## src/rtl/pgwr_pkg.sv

```systemverilog
package pgwr_pkg;
  localparam int BYTE_W      = 8;
  localparam int ADDR_W      = BYTE_W + 1;
  localparam int CODE_W      = BYTE_W + 1;
  localparam int ATTR_W      = 4;
  localparam int CODE_HI_BIT = ATTR_W;
  localparam int POS_W       = 2;

  typedef enum logic [1:0] {
    MODE_SEQ  = 2'd0,
    MODE_HALF = 2'd1,
    MODE_FULL = 2'd2,
    MODE_RSVD = 2'd3
  } mode_e;

  typedef enum logic [1:0] {
    ROLE_LO   = 2'd0,
    ROLE_HI   = 2'd1,
    ROLE_ATTR = 2'd2,
    ROLE_CODE = 2'd3
  } role_e;

  function automatic logic [POS_W-1:0] last_pos(mode_e m);
    case (m)
      MODE_SEQ:  return POS_W'(1);
      MODE_HALF: return POS_W'(2);
      MODE_FULL: return POS_W'(3);
      default:   return POS_W'(0);
    endcase
  endfunction

  function automatic role_e role_at(mode_e m, logic [POS_W-1:0] p);
    role_e r;
    r = ROLE_LO;
    case (m)
      MODE_SEQ:  r = (p == 0) ? ROLE_ATTR : ROLE_CODE;
      MODE_HALF: r = (p == 0) ? ROLE_LO : (p == 1) ? ROLE_ATTR : ROLE_CODE;
      MODE_FULL: r = role_e'(p);
      default:   r = ROLE_LO;
    endcase
    return r;
  endfunction
endpackage

```

## src/rtl/pgwr_frame_ctrl.sv

```systemverilog
module pgwr_frame_ctrl
  import pgwr_pkg::*;
(
  input  logic             clk_i,
  input  logic             rst_ni,
  input  logic             start_i,
  input  logic             stop_i,
  input  logic             byte_vld_i,
  input  logic [1:0]       mode_i,
  input  logic             half_sel_i,
  output logic             accept_o,
  output role_e            role_o,
  output mode_e            mode_o,
  output logic             half_o,
  output logic             active_o
);
  logic             active_q;
  mode_e            mode_q;
  logic             half_q;
  logic [POS_W-1:0] pos_q;

  assign accept_o = byte_vld_i && active_q && !start_i && !stop_i && (mode_q != MODE_RSVD);
  assign role_o   = role_at(mode_q, pos_q);
  assign mode_o   = mode_q;
  assign half_o   = half_q;
  assign active_o = active_q;

  always_ff @(posedge clk_i or negedge rst_ni) begin
    if (!rst_ni) begin
      active_q <= 1'b0;
      mode_q   <= MODE_SEQ;
      half_q   <= 1'b0;
      pos_q    <= '0;
    end else if (start_i) begin
      active_q <= 1'b1;
      mode_q   <= mode_e'(mode_i);
      half_q   <= half_sel_i;
      pos_q    <= '0;
    end else if (stop_i) begin
      active_q <= 1'b0;
      pos_q    <= '0;
    end else if (accept_o) begin
      pos_q <= (pos_q == last_pos(mode_q)) ? '0 : pos_q + 1'b1;
    end
  end

  p_pos_bound_r10: assert property (@(posedge clk_i) disable iff (!rst_ni)
    pos_q <= last_pos(mode_q));
  p_start_rewind_r10: assert property (@(posedge clk_i) disable iff (!rst_ni)
    start_i |=> (pos_q == '0) && active_q);
  p_stop_drop_r9: assert property (@(posedge clk_i) disable iff (!rst_ni)
    (stop_i && !start_i) |=> !active_q && (pos_q == '0));
  p_mode_hold_r12: assert property (@(posedge clk_i) disable iff (!rst_ni)
    !start_i |=> $stable(mode_q) && $stable(half_q));
endmodule

```

## src/rtl/pgwr_addr_unit.sv

```systemverilog
module pgwr_addr_unit
  import pgwr_pkg::*;
(
  input  logic              clk_i,
  input  logic              rst_ni,
  input  logic              start_i,
  input  logic [ADDR_W-1:0] base_addr_i,
  input  logic              accept_i,
  input  role_e             role_i,
  input  logic [BYTE_W-1:0] byte_i,
  input  mode_e             mode_i,
  input  logic              half_i,
  output logic [ADDR_W-1:0] wr_addr_o
);
  logic [ADDR_W-1:0] seq_q;
  logic [BYTE_W-1:0] lo_q;
  logic              hi_q;
  logic              code_fire;

  assign code_fire = accept_i && (role_i == ROLE_CODE);

  always_ff @(posedge clk_i or negedge rst_ni) begin
    if (!rst_ni) begin
      seq_q <= '0;
    end else if (start_i) begin
      seq_q <= base_addr_i;
    end else if (code_fire && (mode_i == MODE_SEQ)) begin
      seq_q <= seq_q + 1'b1;  // wraps at the top of the page
    end
  end

  always_ff @(posedge clk_i or negedge rst_ni) begin
    if (!rst_ni) begin
      lo_q <= '0;
      hi_q <= 1'b0;
    end else if (accept_i) begin
      if (role_i == ROLE_LO) lo_q <= byte_i;
      if (role_i == ROLE_HI) hi_q <= byte_i[0];
    end
  end

  always_comb begin
    case (mode_i)
      MODE_HALF: wr_addr_o = {half_i, lo_q};
      MODE_FULL: wr_addr_o = {hi_q, lo_q};
      default:   wr_addr_o = seq_q;
    endcase
  end

  p_seq_step_r2: assert property (@(posedge clk_i) disable iff (!rst_ni)
    (code_fire && (mode_i == MODE_SEQ)) |=> seq_q == ADDR_W'($past(seq_q) + 1'b1));
  p_rand_hold_r4: assert property (@(posedge clk_i) disable iff (!rst_ni)
    (code_fire && (mode_i != MODE_SEQ)) |=> $stable(seq_q));
endmodule

```

## src/rtl/pgwr_entry_out.sv

```systemverilog
module pgwr_entry_out
  import pgwr_pkg::*;
(
  input  logic              clk_i,
  input  logic              rst_ni,
  input  logic              accept_i,
  input  role_e             role_i,
  input  logic [BYTE_W-1:0] byte_i,
  input  logic [ADDR_W-1:0] wr_addr_i,
  output logic              we_o,
  output logic [ADDR_W-1:0] addr_o,
  output logic [CODE_W-1:0] code_o,
  output logic [ATTR_W-1:0] attr_o
);
  logic              code_hi_q;
  logic [ATTR_W-1:0] attr_q;

  always_ff @(posedge clk_i or negedge rst_ni) begin
    if (!rst_ni) begin
      code_hi_q <= 1'b0;
      attr_q    <= '0;
    end else if (accept_i && (role_i == ROLE_ATTR)) begin
      code_hi_q <= byte_i[CODE_HI_BIT];
      attr_q    <= byte_i[ATTR_W-1:0];
    end
  end

  always_ff @(posedge clk_i or negedge rst_ni) begin
    if (!rst_ni) begin
      we_o   <= 1'b0;
      addr_o <= '0;
      code_o <= '0;
      attr_o <= '0;
    end else begin
      we_o <= 1'b0;
      if (accept_i && (role_i == ROLE_CODE)) begin
        we_o   <= 1'b1;
        addr_o <= wr_addr_i;
        code_o <= {code_hi_q, byte_i};
        attr_o <= attr_q;
      end
    end
  end

  p_strobe_single_r8: assert property (@(posedge clk_i) disable iff (!rst_ni)
    we_o |=> !we_o);
  p_out_hold_r8: assert property (@(posedge clk_i) disable iff (!rst_ni)
    !we_o |=> $stable(addr_o) || we_o);
endmodule

```

## src/rtl/page_wr_seq.sv

```systemverilog
module page_wr_seq
  import pgwr_pkg::*;
(
  input  logic              clk_i,
  input  logic              rst_ni,
  input  logic              start_i,
  input  logic              stop_i,
  input  logic              byte_vld_i,
  input  logic [BYTE_W-1:0] byte_i,
  input  logic [1:0]        mode_i,
  input  logic              half_sel_i,
  input  logic [ADDR_W-1:0] base_addr_i,
  output logic              we_o,
  output logic [ADDR_W-1:0] addr_o,
  output logic [CODE_W-1:0] code_o,
  output logic [ATTR_W-1:0] attr_o
);
  logic              accept;
  role_e             role;
  mode_e             mode_q;
  logic              half_q;
  logic              active;
  logic [ADDR_W-1:0] wr_addr;

  pgwr_frame_ctrl i_frame (
    .clk_i      (clk_i),
    .rst_ni     (rst_ni),
    .start_i    (start_i),
    .stop_i     (stop_i),
    .byte_vld_i (byte_vld_i),
    .mode_i     (mode_i),
    .half_sel_i (half_sel_i),
    .accept_o   (accept),
    .role_o     (role),
    .mode_o     (mode_q),
    .half_o     (half_q),
    .active_o   (active)
  );

  pgwr_addr_unit i_addr (
    .clk_i       (clk_i),
    .rst_ni      (rst_ni),
    .start_i     (start_i),
    .base_addr_i (base_addr_i),
    .accept_i    (accept),
    .role_i      (role),
    .byte_i      (byte_i),
    .mode_i      (mode_q),
    .half_i      (half_q),
    .wr_addr_o   (wr_addr)
  );

  pgwr_entry_out i_out (
    .clk_i     (clk_i),
    .rst_ni    (rst_ni),
    .accept_i  (accept),
    .role_i    (role),
    .byte_i    (byte_i),
    .wr_addr_i (wr_addr),
    .we_o      (we_o),
    .addr_o    (addr_o),
    .code_o    (code_o),
    .attr_o    (attr_o)
  );

  p_no_idle_write_r11: assert property (@(posedge clk_i) disable iff (!rst_ni)
    we_o |-> $past(active));
  p_half_top_r4: assert property (@(posedge clk_i) disable iff (!rst_ni)
    (we_o && (mode_q == MODE_HALF)) |-> (addr_o[ADDR_W-1] == half_q));
  p_rsvd_silent_r12: assert property (@(posedge clk_i) disable iff (!rst_ni)
    (mode_q == MODE_RSVD) |=> !we_o);
endmodule

```

## config.mk

```make
export PLATFORM = sky130hd
export DESIGN_NAME = page_wr_seq
export DESIGN_NICKNAME = d
export VERILOG_FILES = /design/src/rtl/pgwr_pkg.sv /design/src/rtl/pgwr_frame_ctrl.sv /design/src/rtl/pgwr_addr_unit.sv /design/src/rtl/pgwr_entry_out.sv /design/src/rtl/page_wr_seq.sv
export SDC_FILE = /design/constraint.sdc
export NUM_CORES = 1
export LEC_CHECK = 0
export CORE_ASPECT_RATIO = 1.4
export CORE_MARGIN = 2
export CORE_UTILIZATION = 50
export CTS_BUF_LIST = sky130_fd_sc_hd__clkbuf_4
export DETAILED_ROUTE_END_ITERATION = 10
export PLACE_DENSITY = 0.84
export SYNTH_ARGS = -nofsm -noshare
export SYNTH_HDL_FRONTEND = slang
export SYNTH_HIERARCHICAL = 1
export SYNTH_SLANG_ARGS = --single-unit
```

## constraint.sdc

```tcl
create_clock -name clk_i -period 2.7 [get_ports clk_i]
set_input_delay 0.54 -clock clk_i [delete_from_list [all_inputs] [get_ports clk_i]]
set_output_delay 0.54 -clock clk_i [all_outputs]
set_load 0.02 [all_outputs]
```

Word-level counts from Yosys, hierarchy flattened
Cells that the tools add are included.
{"block": "totals", "ff_bits": 52, "out_inout_bits": 23, "wordCells": 58}
{"block": "op_classes", "addsub": 2, "eq_ne": 8, "n_mux": 18, "n_reduce_logical": 17}
{"cell": "$mux 9", "n": 2}
{"cell": "$pmux 9 s2", "n": 1}
{"cell": "$mux 2", "n": 8}
{"cell": "$pmux 2 s3", "n": 2}
{"cell": "$add 9x1->9 const B", "n": 1}
{"cell": "$logic_and 1x1->1", "n": 7}
{"cell": "$eq 2x1->1 const B", "n": 3}
{"cell": "$eq 2x2->1 const B", "n": 3}
{"cell": "$logic_not 2->1", "n": 3}
{"cell": "$mux 1", "n": 5}
{"cell": "$reduce_and 2->1", "n": 2}
{"cell": "$reduce_bool 2->1", "n": 2}
{"cell": "$reduce_bool 3->1", "n": 1}
{"cell": "$add 2x1->2 const B", "n": 1}
{"cell": "$eq 2x2->1", "n": 1}
{"cell": "$logic_not 1->1", "n": 2}
{"cell": "$ne 2x2->1 const B", "n": 1}

Depth between registers and ports, before layout
{"block": "depth", "word_depth": 12, "ltp_mapped": 10, "depth_no_buf": 9}

Hierarchy
The synthesis kept the hierarchy.
{"mod": "pgwr_entry_out", "instances": 1, "cells_each": 60, "area_each_um2": 1127.3}
{"mod": "pgwr_addr_unit", "instances": 1, "cells_each": 109, "area_each_um2": 1037.2}
{"mod": "pgwr_frame_ctrl", "instances": 1, "cells_each": 43, "area_each_um2": 430.4}

Worst setup path after synthesis
OpenSTA, ideal clock, no wires.
{"block": "synth_path", "path_kind": "flip-flop to flip-flop", "from": "register i_frame.mode_q[1] (netlist: i_frame/mode_o[1])", "to": "register i_addr.seq_q[4]", "setup_ns": 0.135, "t_arrival_ns": 2.086, "required_ns": 2.565, "slack_ns": 0.479, "path_stages_with_launch": 11, "period_less_slack_ns": 2.221, "cell_sequence": "dfrtp_1 > inv_1 > ha_1 > nor2b_1 > o21bai_1 > a21oi_1 > and4_2 > clkbuf_1 > nand4_1 > xnor2_1 > o21ai_0"}
{"block": "synth_via", "elab_chain_cells": 6, "word_cells_on_any_way": 10}
{"element": "start, declared", "line": "pgwr_frame_ctrl.sv:18", "text": "mode_e mode_q;"}
{"element": "start signal, assigned", "line": "pgwr_frame_ctrl.sv:36", "text": "mode_q <= mode_e'(mode_i);"}
{"element": "$eq 2x2->1, or another cell as far along", "line": "pgwr_pkg.sv:35", "text": "case (m)"}
{"element": "$pmux 2 s3 (*)", "line": "pgwr_pkg.sv:35"}
{"element": "named net role[0]", "line": "page_wr_seq.sv:19", "text": "role_e role;"}
{"element": "$eq 2x2->1 (*)", "line": "pgwr_addr_unit.sv:20", "text": "assign code_fire = accept_i && (role_i == ROLE_CODE);"}
{"element": "$logic_and 1x1->1 (*)", "line": "pgwr_addr_unit.sv:20"}
{"element": "$logic_and 1x1->1 (*)", "line": "pgwr_addr_unit.sv:27", "text": "end else if (code_fire && (mode_i == MODE_SEQ)) begin"}
{"element": "$reduce_bool 2->1 (no line) (*)"}
{"element": "end signal, assigned", "line": "pgwr_addr_unit.sv:26", "text": "seq_q <= base_addr_i;"}
{"element": "end signal, assigned", "line": "pgwr_addr_unit.sv:28", "text": "seq_q <= seq_q + 1'b1;"}
{"element": "end, declared", "line": "pgwr_addr_unit.sv:15", "text": "logic [ADDR_W-1:0] seq_q;"}
Mark *: on every way through the listed nets, which the timed path passes. The rest lies on a longest branch.
A chain may end at the register's enable or synchronous reset.

Worst setup path after layout
{"block": "layout_path", "from": "register i_frame.pos_q[0]", "to": "register i_addr.seq_q[3]"}
{"block": "layout_via", "word_cells_on_any_way": 10}
{"element": "start, declared", "line": "pgwr_frame_ctrl.sv:20", "text": "logic [POS_W-1:0] pos_q;"}
{"element": "start signal, assigned", "line": "pgwr_frame_ctrl.sv:43", "text": "pos_q <= (pos_q == last_pos(mode_q)) ? '0 : pos_q + 1'b1;"}
{"element": "$logic_not 2->1", "line": "pgwr_pkg.sv:37", "text": "MODE_HALF: r = (p == 0) ? ROLE_LO : (p == 1) ? ROLE_ATTR : ROLE_CODE;"}
{"element": "$mux 2", "line": "pgwr_pkg.sv:37"}
{"element": "$pmux 2 s3", "line": "pgwr_pkg.sv:35"}
{"element": "named net role[1]", "line": "page_wr_seq.sv:19"}
{"element": "$eq 2x2->1", "line": "pgwr_addr_unit.sv:20"}
{"element": "$logic_and 1x1->1", "line": "pgwr_addr_unit.sv:20"}
{"element": "$logic_and 1x1->1", "line": "pgwr_addr_unit.sv:27"}
{"element": "$reduce_bool 2->1 (no line)"}
The timed path passes the listed nets, and every way through them passes these cells.

==> results_dict.tcl <==
set metrics [dict create \
    status "completed" \
    cts.sinks 52 \
    hold_viol_final 0 \
    drive_gt1_share_pct 22.4 \
    leakage_nw 1.48 \
    vias 1728 \
    rsz0062_at_grt "no" \
    core-area_um2 5080 \
    yosysWarnings 6 \
    cts_buffers 5 \
    cap_violations 0 \
    cp_max_fo 7 \
    clk_pin_slew_ns 0.13 \
    drtPass1Iterations 4 \
    rrSetupSlack_ns 0.24 \
    ios 48 \
    required_ns 2.99 \
    p_per_area_nw_per_um2 495 \
    fin_skew_ns 0.00884 \
    antenna_found_initial 0 \
    io_buffers 47 \
    via_per_inst 5.25 \
    h-tree-depth 2 \
    num_antenna_cells 0 \
    max-vdd-ir-drop_v 0.000402 \
    post-cts-setup-buffers 0 \
    reg2reg_from "i_frame/pos_q[0]$_DFFE_PN0P_" \
    r2r_end "i_addr/seq_q[3]$_DFFE_PN0P_" \
    drc 0 \
    tightest_slew_ns 0.581 \
    cp-end-kind "flip-flop" \
    ff2ff_path_depth 8 \
    min_period_ns 2.46 \
    synth_seq_cells 52 \
    synth_cell_types 38 \
    dpl.hpwl_um 3660 \
    synth.net_count 248 \
    grt_use_total_pct 17.6 \
    syn-cell-area_um2 2590 \
    grt_max_degree 25 \
    gp_congestion 0.829 \
    finalSetupTns_ns 0 \
    drt_iter0_drc 42 \
    drv_slew 0 \
    slew-limit-headroom_pct 61.2 \
    clock-root-buffer "clkbuf_4" \
    synth_cells 212 \
    max_freq_ghz 0.406 \
    holdBufCountCts 0 \
    synth_edf_count 0 \
    ctsResizeCount 0 \
    die-area_um2 5790 \
    num-nets-final 299 \
    die_w_um 64.9 \
    antenna_left 0 \
    min_path_type "in -> async" \
    cts_buffer_depth 2 \
    grt_overflow 0 \
    die_h_um 89.2 \
    syn_avg_cell_area_um2 12.2 \
    grt_pass1_wl_um 7760 \
    place_area_um2 3130 \
    final_area_um2 3180 \
    start_util_pct 51.1 \
    fin_crit_sh_pct 91.2 \
    area_growth_pct 22.6 \
    grt_pass1_vias 1681 \
    start_kind "flip-flop" \
    wl_per_cell_um 14.5 \
    critical_path_class "reg -> reg" \
    setup_violations 0 \
    clock_latency_ns 0.36 \
    yosysSeqAreaShare_pct 50.1 \
    synthArstFlopShare_pct 100 \
    cts_tree "built" \
    wl_um 4780 \
    ys.flop_type "dfrtp_1" \
    std_cell_rows 31 \
    cp.arrival_ns 2.75 \
]
## stage by stage
stage | instances | util, % | hold WS, ns | worst slack [ns] | total power [W]
floorplan | 212 | - | 0.244 | 0.479 | 0.00115
global placement | 322 | 61.6 | 0.483 | 0.323 | 0.00126
detailed placement | 322 | 61.6 | 0.489 | 0.223 | 0.00128
CTS | 329 | 62.5 | 0.0867 | 0.196 | 0.00159
global route | 329 | 62.6 | 0.0918 | 0.0305 | 0.00167
finish | 329 | 62.6 | 0.0848 | 0.239 | 0.00157
## registers in the layout (all words and copies together) (netlist names)
name              cells
i_frame/mode_o        2
i_frame/active_o      1
i_out/we_o            1
i_out/code_hi_q       1
i_out/attr_q          4
i_out/attr_o          4
i_addr/seq_q          9
i_addr/hi_q           1
i_out/addr_o          9
i_frame/half_o        1
i_addr/lo_q           8
i_frame/pos_q         2
i_out/code_o          9
## how the worst max path moves through the flow
stage | depth (start not counted) | startpoint | slack, ns | endpoint
after floorplan | 10 | i_frame/mode_o[1]$_DFFE_PN0P_ | 0.48 | i_addr/seq_q[4]$_DFFE_PN0P_
after global placement | 7 | stop_i | 0.32 | i_addr/lo_q[5]$_DFFE_PN0P_
after detailed placement | 7 | i_frame/mode_o[1]$_DFFE_PN0P_ | 0.22 | i_out/addr_o[6]$_DFFE_PN0P_
after CTS | 7 | i_frame/mode_o[1]$_DFFE_PN0P_ | 0.20 | i_out/addr_o[6]$_DFFE_PN0P_
after global routing | 8 | i_frame/pos_q[0]$_DFFE_PN0P_ | 0.03 | i_addr/seq_q[3]$_DFFE_PN0P_
final | 8 | i_frame/pos_q[0]$_DFFE_PN0P_ | 0.24 | i_addr/seq_q[3]$_DFFE_PN0P_
## cell families after synthesis
kind of cell | after synthesis | share of synthesized area [%]
multiplexers | 37 | 18.8
AO/OA/AOI/OAI | 32 | 7.43
AND/OR/NAND/NOR | 47 | 11.2
XOR/XNOR | 9 | 3.04
flip-flops | 52 | 50.1
buffers and inverters | 24 | 4.10
adder cells (fa/ha/maj) | 11 | 5.30
## report_power, final
group	switching, W	leakage [nW]	internal, W	total [W]
logic	0.000155	0.780	0.000175	0.000330
clock network	0.000221	0.0261	0.0000915	0.000312
registers	0.0000587	0.678	0.000873	0.000932
total	0.000434	1.48	0.00114	0.00157
## final cells by class
class | count | area (µm²)
clock inverters | 2 | 7.51
repair buffers | 51 | 495
multi-input cells | 136 | 1190
clock buffers | 5 | 37.5
well taps | 66 | 82.6
flip-flops and latches | 52 | 1300
fillers | 409 | 1900
inverters | 17 | 65.1
## metal layers
metal | up-vias | wire length [µm] | part of all wire, % | global-route usage (%)
li1 | 829 | - | - | -
met1 | 845 | 2080 | 44 | 22.2
met2 | 39 | 2410 | 50 | 29.4
met3 | 15 | 141 | 2.9 | 3.15
met4 | 0 | 150 | 3.1 | 8.51
met5 | - | 0 | 0 | 0
## Yosys cell counts, types with 2 or more instances
master    count  area, µm²
o22ai_1       8       50.1
a21oi_1       6       30.0
o21ai_0       8       40.0
mux2_4       19        285
buf_6         2       22.5
ha_1         11        138
nor2_1        3       11.3
dfrtp_1      52       1300
clkbuf_1      4       15.0
nand2_1      24       90.1
o21bai_1      2       15.0
nand3_1       4       20.0
nand3b_1      2       15.0
xnor2_1       9       78.8
mux2_2       17        191
o21ai_1       4       20.0
inv_1        16       60.1
## placed cells by master, fill, tap and decap left out, drive strengths merged, types with 2 or more instances in the layout
| cell | count |
|---|---|
| a21oi | 6 |
| and4 | 2 |
| buf | 5 |
| clkbuf | 5 |
| clkdlybuf4s50 | 46 |
| clkinv | 3 |
| dfrtp | 52 |
| ha | 11 |
| inv | 16 |
| mux2 | 37 |
| nand2 | 24 |
| nand3 | 5 |
| nand3b | 2 |
| nand4 | 2 |
| nor2 | 4 |
| o21ai | 13 |
| o21bai | 2 |
| o22ai | 8 |
| xnor2 | 9 |
## worst max-delay path, cell delays in order (launching register included)
cell	delay [ns]
dfrtp_1	0.50
inv_1	0.07
ha_1	0.20
nand2b_1	0.14
a21oi_1	0.46
nand4_2	0.30
or3_1	0.43
xnor2_1	0.13
o21ai_0	0.16
Power figures use the tool's default switching activity.
